$ cat src/rtl/sssp_pkg.sv
package sssp_pkg;
  typedef enum logic [1:0] {
    ST_IDLE = 2'd0,
    ST_OUT  = 2'd1,
    ST_IN   = 2'd2
  } phase_e;

  localparam logic [1:0] A_WORD = 2'd0;
  localparam logic [1:0] A_LEN  = 2'd1;
  localparam logic [1:0] A_HALF = 2'd2;
  localparam logic [1:0] A_CTL  = 2'd3;

  localparam int C_OUT_EN = 0;
  localparam int C_IN_EN  = 1;
  localparam int C_LSB    = 2;
  localparam int C_IDLE   = 3;
endpackage

$ cat src/rtl/sssp_regs.sv
module sssp_regs #(
  parameter int DATA_W = 16
) (
  input  logic              clk,
  input  logic              rst_n,
  input  logic              wr_en,
  input  logic [1:0]        wr_addr,
  input  logic [DATA_W-1:0] wr_data,
  input  logic [1:0]        rd_addr,
  input  logic              busy,
  input  logic [DATA_W-1:0] word_q,
  output logic              word_wr,
  output logic [DATA_W-1:0] len_q,
  output logic [DATA_W-1:0] half_q,
  output logic [DATA_W-1:0] ctl_q,
  output logic [DATA_W-1:0] rd_data
);
  import sssp_pkg::*;

  logic host_ok;
  assign host_ok = wr_en && !busy;
  assign word_wr = host_ok && (wr_addr == A_WORD);

  always_ff @(posedge clk or negedge rst_n) begin
    if (!rst_n) begin
      len_q  <= '0;
      half_q <= '0;
      ctl_q  <= '0;
    end else if (host_ok) begin
      case (wr_addr)
        A_LEN:   len_q  <= wr_data;
        A_HALF:  half_q <= wr_data;
        A_CTL:   ctl_q  <= wr_data;
        default: ;
      endcase
    end
  end

  always_comb begin
    case (rd_addr)
      A_WORD:  rd_data = word_q;
      A_LEN:   rd_data = len_q;
      A_HALF:  rd_data = half_q;
      default: rd_data = ctl_q;
    endcase
  end

  a_r2_params_locked: assert property (@(posedge clk) disable iff (!rst_n)
    (busy && $past(busy)) |-> ($stable(len_q) && $stable(half_q) && $stable(ctl_q)));
endmodule

$ cat src/rtl/sssp_timer.sv
module sssp_timer #(
  parameter int DATA_W = 16
) (
  input  logic              clk,
  input  logic              rst_n,
  input  logic              run,
  input  logic [DATA_W-1:0] half,
  output logic              tick
);
  localparam logic [DATA_W-1:0] ONE = DATA_W'(1);

  logic [DATA_W-1:0] cnt_q;
  logic [DATA_W-1:0] last;

  assign last = (half == '0) ? '0 : half - ONE;
  assign tick = run && (cnt_q == last);

  always_ff @(posedge clk or negedge rst_n) begin
    if (!rst_n)      cnt_q <= '0;
    else if (!run)   cnt_q <= '0;
    else if (tick)   cnt_q <= '0;
    else             cnt_q <= cnt_q + ONE;
  end

  a_r4_tick_gap: assert property (@(posedge clk) disable iff (!rst_n)
    (tick && last != '0) |=> !tick);
endmodule

$ cat src/rtl/sssp_ctrl.sv
module sssp_ctrl #(
  parameter int DATA_W = 16
) (
  input  logic              clk,
  input  logic              rst_n,
  input  logic              start,
  input  logic [DATA_W-1:0] len,
  input  logic              tick,
  input  logic              idle_lvl,
  output logic              busy,
  output logic              done,
  output logic              lead_en,
  output logic              trail_en,
  output logic              sclk
);
  import sssp_pkg::*;

  localparam logic [DATA_W-1:0] ONE = DATA_W'(1);

  phase_e            state_q;
  logic [DATA_W-1:0] bits_q;

  assign busy     = (state_q != ST_IDLE);
  assign lead_en  = (state_q == ST_OUT) && tick;
  assign trail_en = (state_q == ST_IN) && tick;
  assign sclk     = idle_lvl ^ (state_q == ST_IN);

  always_ff @(posedge clk or negedge rst_n) begin
    if (!rst_n) begin
      state_q <= ST_IDLE;
      bits_q  <= '0;
      done    <= 1'b0;
    end else begin
      case (state_q)
        ST_IDLE: begin
          if (start) begin
            if (len == '0) begin
              done <= 1'b1;
            end else begin
              done    <= 1'b0;
              bits_q  <= len;
              state_q <= ST_OUT;
            end
          end
        end
        ST_OUT: begin
          if (tick) state_q <= ST_IN;
        end
        ST_IN: begin
          if (tick) begin
            if (bits_q == ONE) begin
              bits_q  <= '0;
              done    <= 1'b1;
              state_q <= ST_IDLE;
            end else begin
              bits_q  <= bits_q - ONE;
              state_q <= ST_OUT;
            end
          end
        end
        default: state_q <= ST_IDLE;
      endcase
    end
  end

  a_r12_done_not_busy: assert property (@(posedge clk) disable iff (!rst_n)
    done |-> !busy);
  a_r3_count_live: assert property (@(posedge clk) disable iff (!rst_n)
    busy |-> (bits_q != '0));
  a_r3_start_ignored: assert property (@(posedge clk) disable iff (!rst_n)
    (busy && start && !trail_en) |=> busy);
  a_r12_sclk_held: assert property (@(posedge clk) disable iff (!rst_n)
    (busy && $past(busy) && !$past(tick)) |-> $stable(sclk));
endmodule

$ cat src/rtl/sssp_core.sv
module sssp_core #(
  parameter int DATA_W = 16
) (
  input  logic              clk,
  input  logic              rst_n,
  input  logic              host_wr,
  input  logic [DATA_W-1:0] host_wdata,
  input  logic              busy,
  input  logic              lead_en,
  input  logic              trail_en,
  input  logic              out_en,
  input  logic              in_en,
  input  logic              lsb_first,
  input  logic              sdi,
  output logic              sdo,
  output logic [DATA_W-1:0] word_q
);
  logic sample_q;
  logic moves;

  assign moves = out_en || in_en;
  assign sdo   = (busy && out_en) ? (lsb_first ? word_q[0] : word_q[DATA_W-1]) : 1'b0;

  always_ff @(posedge clk or negedge rst_n) begin
    if (!rst_n)       sample_q <= 1'b0;
    else if (lead_en) sample_q <= in_en ? sdi : 1'b0;
  end

  always_ff @(posedge clk or negedge rst_n) begin
    if (!rst_n) begin
      word_q <= '0;
    end else if (host_wr) begin
      word_q <= host_wdata;
    end else if (trail_en && moves) begin
      if (lsb_first) word_q <= {sample_q, word_q[DATA_W-1:1]};
      else           word_q <= {word_q[DATA_W-2:0], sample_q};
    end
  end

  a_r9_clock_only_hold: assert property (@(posedge clk) disable iff (!rst_n)
    (busy && !in_en && !out_en) |=> $stable(word_q));
  a_r8_zero_fill: assert property (@(posedge clk) disable iff (!rst_n)
    (trail_en && out_en && !in_en && !lsb_first) |=> (word_q[0] == 1'b0));
  a_r7_sdo_on_trail: assert property (@(posedge clk) disable iff (!rst_n)
    (busy && $past(busy) && !$past(trail_en) && !$past(host_wr)) |-> $stable(sdo));
endmodule

$ cat src/rtl/sync_shift_port.sv
module sync_shift_port #(
  parameter int DATA_W = 16
) (
  input  logic              clk,
  input  logic              rst_n,
  input  logic              wr_en,
  input  logic [1:0]        wr_addr,
  input  logic [DATA_W-1:0] wr_data,
  input  logic [1:0]        rd_addr,
  output logic [DATA_W-1:0] rd_data,
  input  logic              start,
  output logic              busy,
  output logic              done,
  output logic              sclk,
  output logic              sdo,
  input  logic              sdi
);
  import sssp_pkg::*;

  logic [DATA_W-1:0] word_q, len_q, half_q, ctl_q;
  logic              word_wr, tick, lead_en, trail_en;

  sssp_regs #(.DATA_W(DATA_W)) u_regs (
    .clk(clk), .rst_n(rst_n), .wr_en(wr_en), .wr_addr(wr_addr), .wr_data(wr_data),
    .rd_addr(rd_addr), .busy(busy), .word_q(word_q), .word_wr(word_wr),
    .len_q(len_q), .half_q(half_q), .ctl_q(ctl_q), .rd_data(rd_data)
  );

  sssp_timer #(.DATA_W(DATA_W)) u_timer (
    .clk(clk), .rst_n(rst_n), .run(busy), .half(half_q), .tick(tick)
  );

  sssp_ctrl #(.DATA_W(DATA_W)) u_ctrl (
    .clk(clk), .rst_n(rst_n), .start(start), .len(len_q), .tick(tick),
    .idle_lvl(ctl_q[C_IDLE]), .busy(busy), .done(done), .lead_en(lead_en),
    .trail_en(trail_en), .sclk(sclk)
  );

  sssp_core #(.DATA_W(DATA_W)) u_core (
    .clk(clk), .rst_n(rst_n), .host_wr(word_wr), .host_wdata(wr_data), .busy(busy),
    .lead_en(lead_en), .trail_en(trail_en), .out_en(ctl_q[C_OUT_EN]),
    .in_en(ctl_q[C_IN_EN]), .lsb_first(ctl_q[C_LSB]), .sdi(sdi), .sdo(sdo),
    .word_q(word_q)
  );

  a_r8_sdo_quiet: assert property (@(posedge clk) disable iff (!rst_n)
    !ctl_q[C_OUT_EN] |-> !sdo);
endmodule

$ cat config.mk
export PLATFORM = sky130hd
export DESIGN_NAME = sync_shift_port
export DESIGN_NICKNAME = d
export VERILOG_FILES = /design/src/rtl/sssp_pkg.sv /design/src/rtl/sssp_regs.sv /design/src/rtl/sssp_timer.sv /design/src/rtl/sssp_ctrl.sv /design/src/rtl/sssp_core.sv /design/src/rtl/sync_shift_port.sv
export SDC_FILE = /design/constraint.sdc
export NUM_CORES = 1
export LEC_CHECK = 0
export ABC_AREA = 1
export ABC_CLOCK_PERIOD_IN_PS = 6350
export BUFFER_PORTS_ARGS = -buffer_cell sky130_fd_sc_hd__buf_2
export CORE_MARGIN = 8
export CORE_UTILIZATION = 35
export DETAILED_ROUTE_END_ITERATION = 12
export PLACE_DENSITY_LB_ADDON = 0.1
export SLEW_MARGIN = 20
export SYNTH_ARGS = -nofsm -noshare
export SYNTH_HDL_FRONTEND = slang
export SYNTH_SLANG_ARGS = --single-unit
export TNS_END_PERCENT = 10
$ cat constraint.sdc
create_clock -name clk -period 6.35 [get_ports clk]
set_input_delay 0.635 -clock clk [delete_from_list [all_inputs] [get_ports clk]]
set_output_delay 0.635 -clock clk [all_outputs]
set_load 0.01 [all_outputs]
# [Word level (Yosys, flattened, before mapping)]
# Index checks and enable logic that the tools add are counted.
[totals] elab_cells=76 out_inout_bits=20 reg_bits=100
[op_classes] add_sub_neg=3 n_eq_ne=14 reduce_logical=23 mux=26 bitwise=1
[ops] cell="16-bit two-way mux" n=10
[ops] cell="16-bit one-hot mux with 3 select lines" n=1
[ops] cell="16-bit logical NOT" n=2
[ops] cell="16-bit one-hot mux with 2 select lines" n=1
[ops] cell="16-bit by 1-bit subtractor with 16-bit output (second input constant)" n=2
[ops] cell="16-bit by 1-bit adder with 16-bit output (second input constant)" n=1
[ops] cell="16-bit by 1-bit == test with 1-bit output (second input constant)" n=1
[ops] cell="16-bit == test" n=1
[ops] cell="4-bit AND reduction" n=3
[ops] cell="2-bit == test (second input constant)" n=4
[ops] cell="1-bit two-way mux" n=8
[ops] cell="2-bit two-way mux" n=4
[ops] cell="1-bit logical AND" n=7
[ops] cell="2-bit by 1-bit == test with 1-bit output (second input constant)" n=3
[ops] cell="2-bit logical NOT" n=3
[ops] cell="2-bit != test (second input constant)" n=3
[ops] cell="2-bit one-hot mux with 3 select lines" n=1
[ops] cell="2-bit AND reduction" n=3
[ops] cell="2-bit nonzero test" n=3
[ops] cell="2-bit by 1-bit != test with 1-bit output (second input constant)" n=2
[ops] cell="1-bit one-hot mux with 2 select lines" n=1
[ops] cell="1-bit logical NOT" n=1
[ops] cell="1-bit logical OR" n=1
[ops] cell="1-bit bitwise XOR" n=1

# [Longest topological paths before layout]
[logic_depth] depth_word=8 mapped_depth=20

# [Modules after synthesis]
# A second synthesis with hierarchy kept.
[unflattened] cells_unflattened=962 area_unflattened_um2=6545.0
[by_module_without_submodules] mod="sssp_regs" instances=1 area_each_um2=2402.3 cells_each=308
[by_module_without_submodules] mod="sssp_timer" instances=1 area_each_um2=1592.8 cells_each=270
[by_module_without_submodules] mod="sssp_ctrl" instances=1 area_each_um2=1471.4 cells_each=234
[by_module_without_submodules] mod="sssp_core" instances=1 area_each_um2=1078.5 cells_each=150

# [Least setup slack after synthesis]
# Ideal clock, no wire load.
[synth_path] path_kind="register to register" from="register u_regs.half_q[0]" to="register u_ctrl.bits_q[11]" stages_incl_launch_ff=19 arrival_time_ns=2.246 setup_slack_ns=3.986 path_buffers=2 cell_sequence="dfrtp_1 clkinv_1 ha_1 nand2_2 nor2_1 nand2_2 buf_4 nand3_1 nand2_1 nand2_1 inv_1 nand2_1 nor2_1 nand3_4 nand2_4 nand3_4 buf_2 nand2_1 nand2_1"
[synth_via] elab_chain_cells=6 word_cells_on_any_way=7 cone_classes="1 x add/sub; 2 x eq/ne; 1 x mux; 3 x reduce/logical"
[synth_lines] element="from (decl)" line="sssp_regs.sv:14" source="output logic [DATA_W-1:0] half_q,"
[synth_lines] element="from (signal assigned)" line="sssp_regs.sv:32" source="A_HALF: half_q <= wr_data;"
[synth_lines] element="16-bit by 1-bit subtractor with 16-bit output / 16-bit logical NOT (equally long branches)" line="sssp_timer.sv:15" source="assign last = (half == '0) ? '0 : half - ONE;"
[synth_lines] element="16-bit two-way mux *" line="sssp_timer.sv:15"
[synth_lines] element="16-bit == test *" line="sssp_timer.sv:16" source="assign tick = run && (cnt_q == last);"
[synth_lines] element="1-bit logical AND *" line="sssp_timer.sv:16"
[synth_lines] element="2-bit by 1-bit != test with 1-bit output (no line) *"
[synth_lines] element="4-bit AND reduction (no line) *"
[synth_lines] element="to (signal assigned)" line="sssp_ctrl.sv:41" source="bits_q <= len;"
[synth_lines] element="to (signal assigned)" line="sssp_ctrl.sv:56" source="bits_q <= bits_q - ONE;"
[synth_lines] element="to (decl)" line="sssp_ctrl.sv:21" source="logic [DATA_W-1:0] bits_q;"
# Mark *: on every way between the ends. The rest lies on a longest branch, timed or not.
# A chain may end at the register's enable or synchronous reset.

# [Final worst setup path]
[layout_path] from="register u_regs.half_q[0]" to="register u_ctrl.bits_q[13]"
# Same word-level chain as after synthesis.

==> run_results.csv <==
group,metric,value,unit
outcome,outcome,"completed",
sta,skew,10.2,ps
global_routing,grt_overflow,0,
sta,setup_slack,3310,ps
sta,slew_viol_final,0,
detailed_routing,drtPass1Iterations,5,
detailed_routing,routed_via_density,5.03,
hold_path,hold_path_class,"primary input to async pin",
sta,hold_violations,0,
global_routing,grt_pass1_wl,32200,um
pwr,ir_worst_vdd,0.278,mV
cts,cts.repair.resized,0,
logic_synthesis,synth.mux.area_fraction,0,%
logic_synthesis,ys_warn_count,0,
cells_and_area,final_cell_mix,"276 x nand2_1, 135 x inv_1, 99 x dfrtp_1, 79 x o21ai_0, 58 x nor2_1",
placed_design,gp_congestion,0.874,
global_routing,grt_max_degree,52,
cts,cts_buffers,9,
critical_path,required,6600,ps
global_routing,grt_pass1_vias,5596,
placed_design,dp_slack,3300,ps
sta,grt_setup_unrepaired,"no",
cells_and_area,drive_gt1_share,9.21,%
logic_synthesis,synth.cell_area,0.00623,mm^2
global_routing,antenna_found_initial,0,
floorplanning,die_area,0.0223,mm^2
logic_synthesis,synth_top_family_by_area,"simple AND/OR/NAND/NOR gates",
cts,clockBufferDepth,2,
logic_synthesis,synth_ff_type,"dfrtp_1",
floorplanning,die_w,149,um
cells_and_area,regArea,0.00250,mm^2
sta,fmax,329,MHz
sta,setup_violations,0,
cells_and_area,fillerInstances,1931,
pwr,p_total,0.00451,W
cts,cts_tree,"built",
cts,root_buffer,"clkbuf_16",
logic_synthesis,syn-num-nets,931,
logic_synthesis,synth_edf_count,0,
sta,fin_tns_setup,0,ps
logic_synthesis,synth-simple-area-share,31.9,%
logic_synthesis,async_flop_share,100,%
sta,fin_crit_sh,47.9,%
cts,cts.sinks,100,
cts,htree_levels,3,
floorplanning,start_util,35.2,%
sta,layout_min_cycle_time,3040,ps
sta,max_slew_margin,30.8,%
logic_synthesis,yosys.cell_types.count,38,
detailed_routing,route.antenna.remaining_nets,0,
logic_synthesis,synth-adder-area-share,0.803,%
logic_synthesis,synth_compound_area_share,14.7,%
placed_design,placed_area,0.00664,mm^2
logic_synthesis,ys_ff_latch,100,
pwr,power_leakage,3.55,nW
cells_and_area,n_antenna_cell,0,
cts,cts_setup_buffers,0,
cells_and_area,multi_input_area,0.00308,mm^2
critical_path,worst-setup-path-type,"flop to flop",
critical_path,worst_setup_path_end_kind,"flop",
critical_path,start_kind,"flop",
logic_synthesis,synth_xor_area_share,1.83,%
cts,clk_pin_slew,70,ps
logic_synthesis,seq_area_frac_synth,40.2,%
floorplanning,core,0.0177,mm^2
critical_path,crit_fanout,30,
cts,clk-insertion-delay-late,360,ps
cells_and_area,fin_area,0.00693,mm^2
critical_path,crit_arrival,3290,ps
cells_and_area,area_growth,11.2,%
detailed_routing,drcViolationCount,0,
floorplanning,row_count,49,
critical_path,r2r_cells,16,
sta,tightest_slew,1040,ps
floorplanning,die_y,149,um
sta,hold_ws,302,ps
cells_and_area,layout_commonest_cell,"nand2_1",
logic_synthesis,avgSynthCellArea,6.91,um^2
global_routing,grt.total_usage,18.5,%
detailed_routing,wirelength,19600,um
placed_design,port-buffer-count,44,
detailed_routing,wl_per_cell,16.9,um
placed_design,dp_hpwl,14300,um
logic_synthesis,synth_cells,902,
run,max_cap_violations,0,
cells_and_area,nNetsFinal,958,
pwr,power_density,651,mW/mm^2
cts,postCtsHoldBufs,0,
detailed_routing,drt_iter0_drc,537,
floorplanning,io_pins,45,
detailed_routing,vias,5853,
[stage by stage]
step / util (%) / instances
2_1_floorplan: - / 902
3_3_place_gp: 37.4 / 1147
3_5_place_dp: 37.5 / 1147
4_1_cts: 39.1 / 1163
5_1_grt: 39.1 / 1163
6_report: 39.1 / 1163
[final cells by class]
| class | instances | area share (%) |
|---|---|---|
| clock buffers | 9 | 3.25 |
| clock inverters | 7 | 0.831 |
| inverters | 137 | 7.42 |
| multi-input cells | 632 | 44.5 |
| flip-flops and latches | 100 | 36.1 |
| well taps | 229 | 4.14 |
| repair buffers | 49 | 3.76 |
[sequential cells by signal, indices dropped and copies added, names as in the netlist]
| name | count |
|---|---|
| u_ctrl.bits_q | 16 |
| u_ctrl.done | 1 |
| u_core.word_q | 16 |
| u_timer.cnt_q | 16 |
| u_core.sample_q | 1 |
| u_regs.ctl_q | 16 |
| u_regs.len_q | 16 |
| u_regs.half_q | 16 |
| u_ctrl.state_q | 2 |
[routing by layer]
layer  track usage [%]  vias up  share of wire (%)
met5                 0        -                  0
li1                  -     2984                  -
met4              3.08        0               0.69
met3              4.38       10                5.0
met1              26.8     2729                 51
met2              27.8      130                 43
[power by group]
group          internal (W)  leakage (nW)  switching, W
clock              0.000273         0.140      0.000274
combinational      0.000969          2.06       0.00181
sequential         0.000886          1.34      0.000297
total               0.00213          3.55       0.00239
[Yosys cell counts, drive strengths merged, types with 10 or more instances]
library cell  instances  area [um^2]
inv                 136          510
o22ai                20          125
a21oi                15         75.1
o21ai                98          494
nor2                 66          288
nand2               280         1070
dfrtp               100         2500
nand4                37          231
nand3                56          310
clkbuf               23         86.3
buf                  10         58.8
o211ai               16          120
[worst paths after layout]
| check | startpoint | to | slack (ps) |
|---|---|---|---|
| max | u_regs.half_q[0]$_DFFE_PN0P_ | u_ctrl.bits_q[13]$_DFFE_PN0P_ | 3310 |
| min | rst_n | u_ctrl.bits_q[7]$_DFFE_PN0P_ | 300 |
| max reg2reg | u_regs.half_q[0]$_DFFE_PN0P_ | u_ctrl.bits_q[13]$_DFFE_PN0P_ | 3310 |
| min reg2reg | u_ctrl.done$_DFFE_PN0P_ | u_ctrl.done$_DFFE_PN0P_ | 480 |
| max in group asynchronous | rst_n | u_regs.half_q[12]$_DFFE_PN0P_ | 4920 |
| min in group clk | u_ctrl.done$_DFFE_PN0P_ | u_ctrl.done$_DFFE_PN0P_ | 480 |
[worst max-delay path: stages, from the launching register on]
cell and delay, ps:
dfrtp_1 350, clkinv_1 200, ha_1 330, nand2_2 130, nor2_1 70, nand2_2 390
nand3_1 210, nand2_1 100, nand2_1 50, inv_1 50, nand2_1 40, nor2_1 200
nand3_4 150, nand2_4 220, nand3_4 230, nand2_1 140, nand2_1 60
[kinds of logic after synthesis]
logic type                 count (synthesis)
xor gates and xnor gates                  13
DFF                                      100
buffers and inverters                    170
AOI/OAI and AO/OA                        161
adders and majority gates                  4
and+or+nand+nor                          454
Note: power is estimated with default switching activity, not from simulation.
